**config.mk**
```make
export PLATFORM = sky130hd
export DESIGN_NAME = gpio_pin_sense
export DESIGN_NICKNAME = d
export VERILOG_FILES = /design/src/rtl/pin_sense_pkg.sv /design/src/rtl/pin_sense_sync.sv /design/src/rtl/pin_sense_ctrl.sv /design/src/rtl/pin_sense_dp.sv /design/src/rtl/gpio_pin_sense.sv
export SDC_FILE = /design/constraint.sdc
export NUM_CORES = 1
export LEC_CHECK = 0
export BUFFER_PORTS_ARGS = -buffer_cell sky130_fd_sc_hd__buf_2
export CAP_MARGIN = 10
export CORE_AREA = 3 3 157 159
export DETAILED_ROUTE_END_ITERATION = 7
export DIE_AREA = 0 0 160 162
export GPL_ROUTABILITY_DRIVEN = 0
export PLACE_DENSITY = 0.65
export SLEW_MARGIN = 20
export SYNTH_ARGS = -nofsm -noshare
export SYNTH_HDL_FRONTEND = slang
export SYNTH_SLANG_ARGS = --single-unit
```
**constraint.sdc**
```tcl
create_clock -name clk -period 3.55 [get_ports clk]
set_clock_uncertainty 0.1 [all_clocks]
set_input_delay 0.5325 -clock clk [delete_from_list [all_inputs] [get_ports clk]]
set_output_delay 0.5325 -clock clk [all_outputs]
set_load 0.005 [all_outputs]
```
**src/rtl/pin_sense_pkg.sv**
```systemverilog
package pin_sense_pkg;

  localparam int unsigned REG_ADDR_W = 3;

  typedef enum logic [REG_ADDR_W-1:0] {
    SEL_ENABLE   = 3'd0,
    SEL_POLARITY = 3'd1,
    SEL_LEVEL    = 3'd2,
    SEL_ANYEDGE  = 3'd3,
    SEL_STATUS   = 3'd4,
    SEL_RAWPINS  = 3'd5
  } regSel_e;

  // One write strobe per writable register
  typedef struct packed {
    logic enableWr;
    logic polarityWr;
    logic levelWr;
    logic anyEdgeWr;
    logic statusClr;
  } ctrlStrobes_t;

endpackage

```
**src/rtl/pin_sense_sync.sv**
```systemverilog
module pin_sense_sync #(
  parameter int unsigned WIDTH  = 32,
  parameter int unsigned STAGES = 2
) (
  input  logic             clk,
  input  logic             rstN,
  input  logic [WIDTH-1:0] asyncIn,
  output logic [WIDTH-1:0] syncOut
);

  for (genvar s = 0; s < STAGES; s++) begin : g_stage
    logic [WIDTH-1:0] q;
    if (s == 0) begin : g_first
      always_ff @(posedge clk or negedge rstN) begin
        if (!rstN) q <= '0;
        else       q <= asyncIn;
      end
    end else begin : g_next
      always_ff @(posedge clk or negedge rstN) begin
        if (!rstN) q <= '0;
        else       q <= g_stage[s-1].q;
      end
    end
  end

  assign syncOut = g_stage[STAGES-1].q;

endmodule

```
**src/rtl/pin_sense_ctrl.sv**
```systemverilog
module pin_sense_ctrl
  import pin_sense_pkg::*;
(
  input  logic                  wrEn,
  input  logic [REG_ADDR_W-1:0] wrAddr,
  output ctrlStrobes_t          strobes
);

  always_comb begin
    strobes = '0;
    if (wrEn) begin
      unique case (wrAddr)
        SEL_ENABLE:   strobes.enableWr   = 1'b1;
        SEL_POLARITY: strobes.polarityWr = 1'b1;
        SEL_LEVEL:    strobes.levelWr    = 1'b1;
        SEL_ANYEDGE:  strobes.anyEdgeWr  = 1'b1;
        SEL_STATUS:   strobes.statusClr  = 1'b1;
        default:      strobes = '0;
      endcase
    end
  end

endmodule

```
**src/rtl/pin_sense_dp.sv**
```systemverilog
module pin_sense_dp
  import pin_sense_pkg::*;
#(
  parameter int unsigned NUM_PINS = 32
) (
  input  logic                  clk,
  input  logic                  rstN,
  input  ctrlStrobes_t          strobes,
  input  logic [NUM_PINS-1:0]   wrData,
  input  logic [NUM_PINS-1:0]   syncIn,
  input  logic [REG_ADDR_W-1:0] rdAddr,
  output logic [NUM_PINS-1:0]   rdData,
  output logic                  irqOut
);

  logic [NUM_PINS-1:0] enableReg, polarityReg, levelReg, anyEdgeReg;
  logic [NUM_PINS-1:0] statusReg, prevIn, evtVec, clrMask, setMask;

  always_ff @(posedge clk or negedge rstN) begin
    if (!rstN) begin
      enableReg   <= '0;
      polarityReg <= '0;
      levelReg    <= '0;
      anyEdgeReg  <= '0;
    end else begin
      if (strobes.enableWr)   enableReg   <= wrData;
      if (strobes.polarityWr) polarityReg <= wrData;
      if (strobes.levelWr)    levelReg    <= wrData;
      if (strobes.anyEdgeWr)  anyEdgeReg  <= wrData;
    end
  end

  // Per-pin event selection
  for (genvar p = 0; p < NUM_PINS; p++) begin : g_pin
    logic riseP, fallP;
    always_comb begin
      riseP = syncIn[p] & ~prevIn[p];
      fallP = ~syncIn[p] & prevIn[p];
      if (levelReg[p])        evtVec[p] = polarityReg[p] ? syncIn[p] : ~syncIn[p];
      else if (anyEdgeReg[p]) evtVec[p] = riseP | fallP;
      else                    evtVec[p] = polarityReg[p] ? riseP : fallP;
    end
  end

  assign clrMask = strobes.statusClr ? wrData : '0;
  assign setMask = evtVec & enableReg;

  always_ff @(posedge clk or negedge rstN) begin
    if (!rstN) begin
      prevIn    <= '0;
      statusReg <= '0;
    end else begin
      prevIn    <= syncIn;
      statusReg <= (statusReg & ~clrMask) | setMask;
    end
  end

  assign irqOut = |(statusReg & enableReg);

  always_comb begin
    case (rdAddr)
      SEL_ENABLE:   rdData = enableReg;
      SEL_POLARITY: rdData = polarityReg;
      SEL_LEVEL:    rdData = levelReg;
      SEL_ANYEDGE:  rdData = anyEdgeReg;
      SEL_STATUS:   rdData = statusReg;
      SEL_RAWPINS:  rdData = syncIn;
      default:      rdData = '0;
    endcase
  end

  // A status bit can only rise while its pin was enabled
  assert_set_needs_enable_R7: assert property (@(posedge clk) disable iff (!rstN)
    (statusReg & ~$past(statusReg) & ~$past(enableReg)) == '0)
    else $error("status rose on a disabled pin");

  // An enabled event forces the bit set regardless of a clear
  assert_event_wins_R10: assert property (@(posedge clk) disable iff (!rstN)
    (statusReg & $past(setMask)) == $past(setMask))
    else $error("enabled event lost");

  // Cleared bits without a competing event go to zero
  assert_w1c_clears_R8: assert property (@(posedge clk) disable iff (!rstN)
    (statusReg & $past(clrMask & ~setMask)) == '0)
    else $error("write-1 clear ignored");

  // Set bits not cleared stay set
  assert_sticky_R8: assert property (@(posedge clk) disable iff (!rstN)
    (~statusReg & $past(statusReg & ~clrMask)) == '0)
    else $error("status bit dropped without clear");

  // No enabled pin means no interrupt
  assert_masked_irq_R11: assert property (@(posedge clk) disable iff (!rstN)
    (enableReg == '0) |-> !irqOut)
    else $error("interrupt with all pins masked");

endmodule

```
**src/rtl/gpio_pin_sense.sv**
```systemverilog
module gpio_pin_sense
  import pin_sense_pkg::*;
#(
  parameter int unsigned NUM_PINS    = 32,
  parameter int unsigned SYNC_STAGES = 2
) (
  input  logic                  clk,
  input  logic                  rstN,
  input  logic [NUM_PINS-1:0]   pinIn,
  input  logic                  wrEn,
  input  logic [REG_ADDR_W-1:0] wrAddr,
  input  logic [NUM_PINS-1:0]   wrData,
  input  logic [REG_ADDR_W-1:0] rdAddr,
  output logic [NUM_PINS-1:0]   rdData,
  output logic                  irqOut
);

  logic [NUM_PINS-1:0] syncPins;
  ctrlStrobes_t        strobes;

  pin_sense_sync #(.WIDTH(NUM_PINS), .STAGES(SYNC_STAGES)) u_sync (
    .clk     (clk),
    .rstN    (rstN),
    .asyncIn (pinIn),
    .syncOut (syncPins)
  );

  pin_sense_ctrl u_ctrl (
    .wrEn    (wrEn),
    .wrAddr  (wrAddr),
    .strobes (strobes)
  );

  pin_sense_dp #(.NUM_PINS(NUM_PINS)) u_dp (
    .clk     (clk),
    .rstN    (rstN),
    .strobes (strobes),
    .wrData  (wrData),
    .syncIn  (syncPins),
    .rdAddr  (rdAddr),
    .rdData  (rdData),
    .irqOut  (irqOut)
  );

endmodule

```
== Word-level counts from Yosys, hierarchy flattened ==
Index checks and enable logic that the tools add are counted.

* Add/sub/neg operators: 0
* Multipliers: 0
* Divide/modulo/power cells: 0
* Magnitude comparators: 0
* Equal/unequal tests: 9
* Shift operators: 0
* Muxes and demuxes: 136
* Bitwise operators: 165
* Reductions and logical operators: 3

{| class="wikitable"
|+ Operator list
! cell !! number
|-
| $pmux 32 s6 || 1
|-
| $mux 1 || 133
|-
| $and 32x32->32 || 3
|-
| $and 1x1->1 || 64
|-
| $not 1->1 || 64
|-
| $mux 32 || 1
|-
| $not 32->32 || 1
|-
| $or 1x1->1 || 32
|-
| $or 32x32->32 || 1
|-
| $reduce_or 32->1 || 1
|-
| $eq 3x2->1 const B || 4
|-
| $eq 3x3->1 const B || 3
|-
| $eq 3x1->1 const B || 2
|-
| $logic_not 3->1 || 2
|-
| $mux 5 || 1
|}

* Register bits: 256
* Latch bits: 0
* Memory bits (writable): 0
* ROM bits: 0
* Input bits: 73
* Output and inout port bits: 33
* Logic and storage cells: 321
* Memories kept: 0

== Longest topological paths before layout ==
* Depth in word-level cells: 7
* Depth in mapped cells: 5
* Mapped depth without buffers: 5

== Hierarchy ==
Synthesis repeated with hierarchy kept, for this count alone.

* Cell total of the unflattened synthesis: 967
* Area total of the unflattened synthesis: 11911.4 µm²

{| class="wikitable"
|+ Modules (own cells, without submodules)
! module !! instances !! cells an instance !! area an instance (µm²) !! sequential area each (µm²)
|-
| pin_sense_dp || 1 || 898 || 10246.1 || 4804.6
|-
| pin_sense_sync || 1 || 64 || 1601.5 || 1601.5
|-
| pin_sense_ctrl || 1 || 5 || 63.8 || 0.0
|}

== Worst setup path before layout ==
No wires, ideal clock.

* Kind: input -> output
* Start point: input rdAddr[0]
* End point: output rdData[1]
* Arrival time: 1.269 ns
* Setup slack: 1.648 ns
* Stages on the path: 4
* Cells stage by stage: nor3_1 buf_2 a22oi_1 nand3_1

* Longest elaborated chain between the ends: 2

{| class="wikitable"
|+ Ends and longest elaborated chain
! element !! RTL line !! RTL
|-
| from (decl) || gpio_pin_sense.sv:13 || <nowiki>input logic [REG_ADDR_W-1:0] rdAddr,</nowiki>
|-
| $eq 3x3->1, or another cell as far along || pin_sense_dp.sv:61 || <nowiki>case (rdAddr)</nowiki>
|-
| $pmux 32 s6 * || pin_sense_dp.sv:61 ||
|-
| to (decl) || gpio_pin_sense.sv:14 || <nowiki>output logic [NUM_PINS-1:0] rdData,</nowiki>
|}

Mark *: on every way between the ends. The rest lies on a longest branch, timed or not.

== Final worst setup path ==
* Start point: register u_dp.enableReg[17]
* End point: output irqOut

* Longest elaborated chain between the ends: 2

{| class="wikitable"
|+ Ends and longest elaborated chain
! element !! RTL line !! RTL
|-
| from (decl) || pin_sense_dp.sv:16 || <nowiki>logic [NUM_PINS-1:0] enableReg, polarityReg, levelReg, anyEdgeReg;</nowiki>
|-
| from (signal assigned) || pin_sense_dp.sv:26 || <nowiki>if (strobes.enableWr) enableReg <= wrData;</nowiki>
|-
| $and 32x32->32 || pin_sense_dp.sv:58 || <nowiki>assign irqOut = |(statusReg & enableReg);</nowiki>
|-
| $reduce_or 32->1 || pin_sense_dp.sv:58 ||
|-
| to (decl) || gpio_pin_sense.sv:15 || <nowiki>output logic irqOut</nowiki>
|}

No other way between the ends.

==> metrics <==
vias in the first global route 8649; Reg power frac 0.477; ANT nets after route 0; required time worst endpoint 2.92 ns; status finished clean; Hold Path Depth 3; peak supply drop 0.392 mV; critical-path cell with the highest stage delay or4_1; placement-stage cell area 12800 um2; CP cell instances a22oi_1 > nand4_1 > or4_1 > buf_2; Sink Count 256; RSZ-0062 raised after global routing no; Placed Cells 1464; cts bufs inserted 29; share of flip-flops with an asynchronous set or reset 1.00; P_leak 0.00653 uW; Net Sw Power 2240 uW; vias per cell 5.59; global-route wire length before repair 46.8 mm; clk root buf clkbuf_16; end of the critical path irqOut; Diodes inserted 0; # setup viols final 0; register bit total from synthesis 256; area grow syn2layout 19.2%; post-DP HPWL 17.8 mm; CTS H-tree depth 1; DRC 0; full die area 25900 um2; yosys warns 0; mapped cell area 11900 um2; Slew @ Worst Pin 0.713 ns; Clock transition at path regs 0.06 ns; CP Launch Point u_dp.enableReg[17]; Post-Syn Area per Cell 11.1 um2; WP depth 4; cell count of the worst reg-to-reg path 5; Max FO, Critical Path 4; chip width 160 um; Sw Ratio 0.274; final critical-path share of the clock period 0.812; Port Buffers 105; Vias 8667; Clk pwr share 0.380; setup bufs post-CTS 0; Max-Cap Viols 0; crit path time final 2.88 ns; Synth top area share 0.540; drt total wl 28.6 mm; Starting Density 0.507; Hold Crit Class in2reg; area of the multi-input gates 4810 um2; Max Slew Vio Count 0; wire length per cell 18.5 um; final hold viol count 0; CP Buf/Inv Count 1; leading area contributor after synthesis dfrtp_1; Pint 5920 uW; initial antenna violation count 1; share of layout cells above drive strength 1 0.215; top_reg_cell synth dfrtp_1; largest net degree at the start of global routing 90; reg2reg end u_dp.statusReg[17]; register area share after synthesis 0.540; Fin Setup TNS 0 ns; Final #Nets 1346; FMAX 347 MHz; core area 23400 um2; Worst-Skew Late Latency 0.54 ns; Syn Inst Count 1067; CTS tree built; gr usage total 0.224; Syn Nets 1204; CP top delay family simple AND/OR/NAND/NOR gates; Critical Path Source Type flop; Reg area 6410 um2; max_slew headroom 0.525; slowest stage delay, CP 0.64 ns; FILL cells 1972; Iter 0 DRT Violations 678; # rows 56; gr ovfl total 0; Pwr per Cell Area 577 nW/um2; I/O pin cnt 106; count of different cell masters after synthesis 26; Finished Layout Cells 1551; CP Capture Type output port; Die H 162 um; Comb power frac 0.143; CTS max path bufs 3; worst setup path class reg2out; top cells by area, synth dfrtp_1, mux2_2, a22oi_1; worst setup margin 0.666 ns; flop2flop setup slack 1.96 ns; first-pass iteration count of the detailed router 5; Design Area, Final 14100 um2; reg2reg start u_sync.syncOut[17]; Place WS 1.08 ns; worst path arrival time 2.25 ns; EDFF count, synth 0
## cell families (layout without fill, tap and decap cells)
group / count (synthesis) / in the layout / share of synthesized area
mux: 96 / 96 / 0.0911
flops: 256 / 256 / 0.540
fa+ha+maj: 64 / 64 / 0.0675
simple gates: 176 / 176 / 0.0706
compound gates: 272 / 272 / 0.149
buf+inv: 171 / 336 / 0.0584
xor+xnor: 32 / 32 / 0.0236
## what timing repair did
action / in CTS / in global routing
setup endpoints to repair: 0 / 0
gates resized for setup: 0 / 0
hold endpoints to repair: 116 / 0
hold buffers: 33 / 0
## synthesized netlist by cell type, types with 2 or more instances
master    instances
a22oi_1         112
and3b_1           2
buf_2            22
buf_4             6
clkbuf_1         14
dfrtp_1         256
ha_1             64
inv_1           128
mux2_1            9
mux2_2           87
nand2_1          96
nand3_1          64
nand4_1           4
nor3b_2           3
nor4bb_1          2
o21ai_0         123
o21ai_1           5
o311ai_0         27
o311ai_1          5
xnor2_1          32
## routing by layer
metal	vias to the layer above	wire [um]	track usage
met4	2	732	0.0694
met3	52	1670	0.0398
met5	-	13	0
met2	271	13600	0.368
li1	4050	-	-
met1	4292	12600	0.305
## power by group through the flow
stage	combinational (uW)	clock [uW]	sequential, uW
global route	1340	3310	3950
floorplan	785	0	3750
CTS	1180	3180	3870
detailed placement	1150	0	3920
global placement	1110	0	3920
finish	1170	3100	3890
## worst register-to-register path, delay by kind of cell, from the launching register on
family,cells,cell delay [ns]
buffers and inverters,1,0.07
adders and majority gates,1,0.20
DFF,1,0.44
muxes,1,0.26
AOI/OAI and AO/OA,2,0.37
## sequential cells by signal, summed over array words and instances (netlist names)
name,count
u_dp.prevIn,32
u_dp.anyEdgeReg,32
u_dp.levelReg,32
u_sync.syncOut,32
u_sync.g_stage.q,32
u_dp.statusReg,32
u_dp.enableReg,32
u_dp.polarityReg,32
## cell usage in the layout, fill, tap and decap left out, types with 2 or more instances in the layout
cell type,Yosys,final
dfrtp_1,256,256
inv_1,128,128
o21ai_0,123,123
a22oi_1,112,112
buf_2,22,104
nand2_1,96,96
mux2_2,87,87
nand3_1,64,64
ha_1,64,64
dlygate4sd3_1,0,33
xnor2_1,32,32
clkbuf_16,0,29
o311ai_0,27,27
buf_4,6,14
clkbuf_8,0,11
mux2_1,9,9
clkinv_2,0,6
o311ai_1,5,5
o21ai_1,5,5
nand4_1,4,4
clkbuf_1,14,4
nor3b_4,0,3
bufinv_16,0,3
and3b_1,2,2
nor4bb_4,0,2
buf_12,0,2
## area by class of cell
| type | count | share of cell area |
|---|---|---|
| inverters | 128 | 0.0340 |
| well taps | 319 | 0.0282 |
| clock inverters | 10 | 0.00912 |
| clock buffers | 44 | 0.0631 |
| multi-input cells | 640 | 0.341 |
| repair buffers | 154 | 0.0715 |
| flip-flops and latches | 256 | 0.453 |
## metrics by stage
step	hold WS, ns	utilization	power (uW)
after global routing	0.121	0.604	8600
after floorplan	0.137	-	4530
after CTS	0.117	0.604	8240
after global placement	0.231	0.546	5030
after detailed placement	0.235	0.546	5070
final	0.139	0.604	8160
## worst min path at each step
stage | slack [ns] | to | startpoint
after floorplan | 0.14 | u_dp.anyEdgeReg[0] | rstN
after global placement | 0.23 | u_sync.syncOut[3] | u_sync.g_stage[0].q[3]
after detailed placement | 0.23 | u_sync.syncOut[2] | u_sync.g_stage[0].q[2]
after CTS | 0.12 | u_dp.enableReg[4] | wrData[4]
after global routing | 0.12 | u_dp.enableReg[12] | wrData[12]
final | 0.14 | u_dp.enableReg[6] | wrData[6]
No activity file was read; power rests on OpenSTA's default activity.
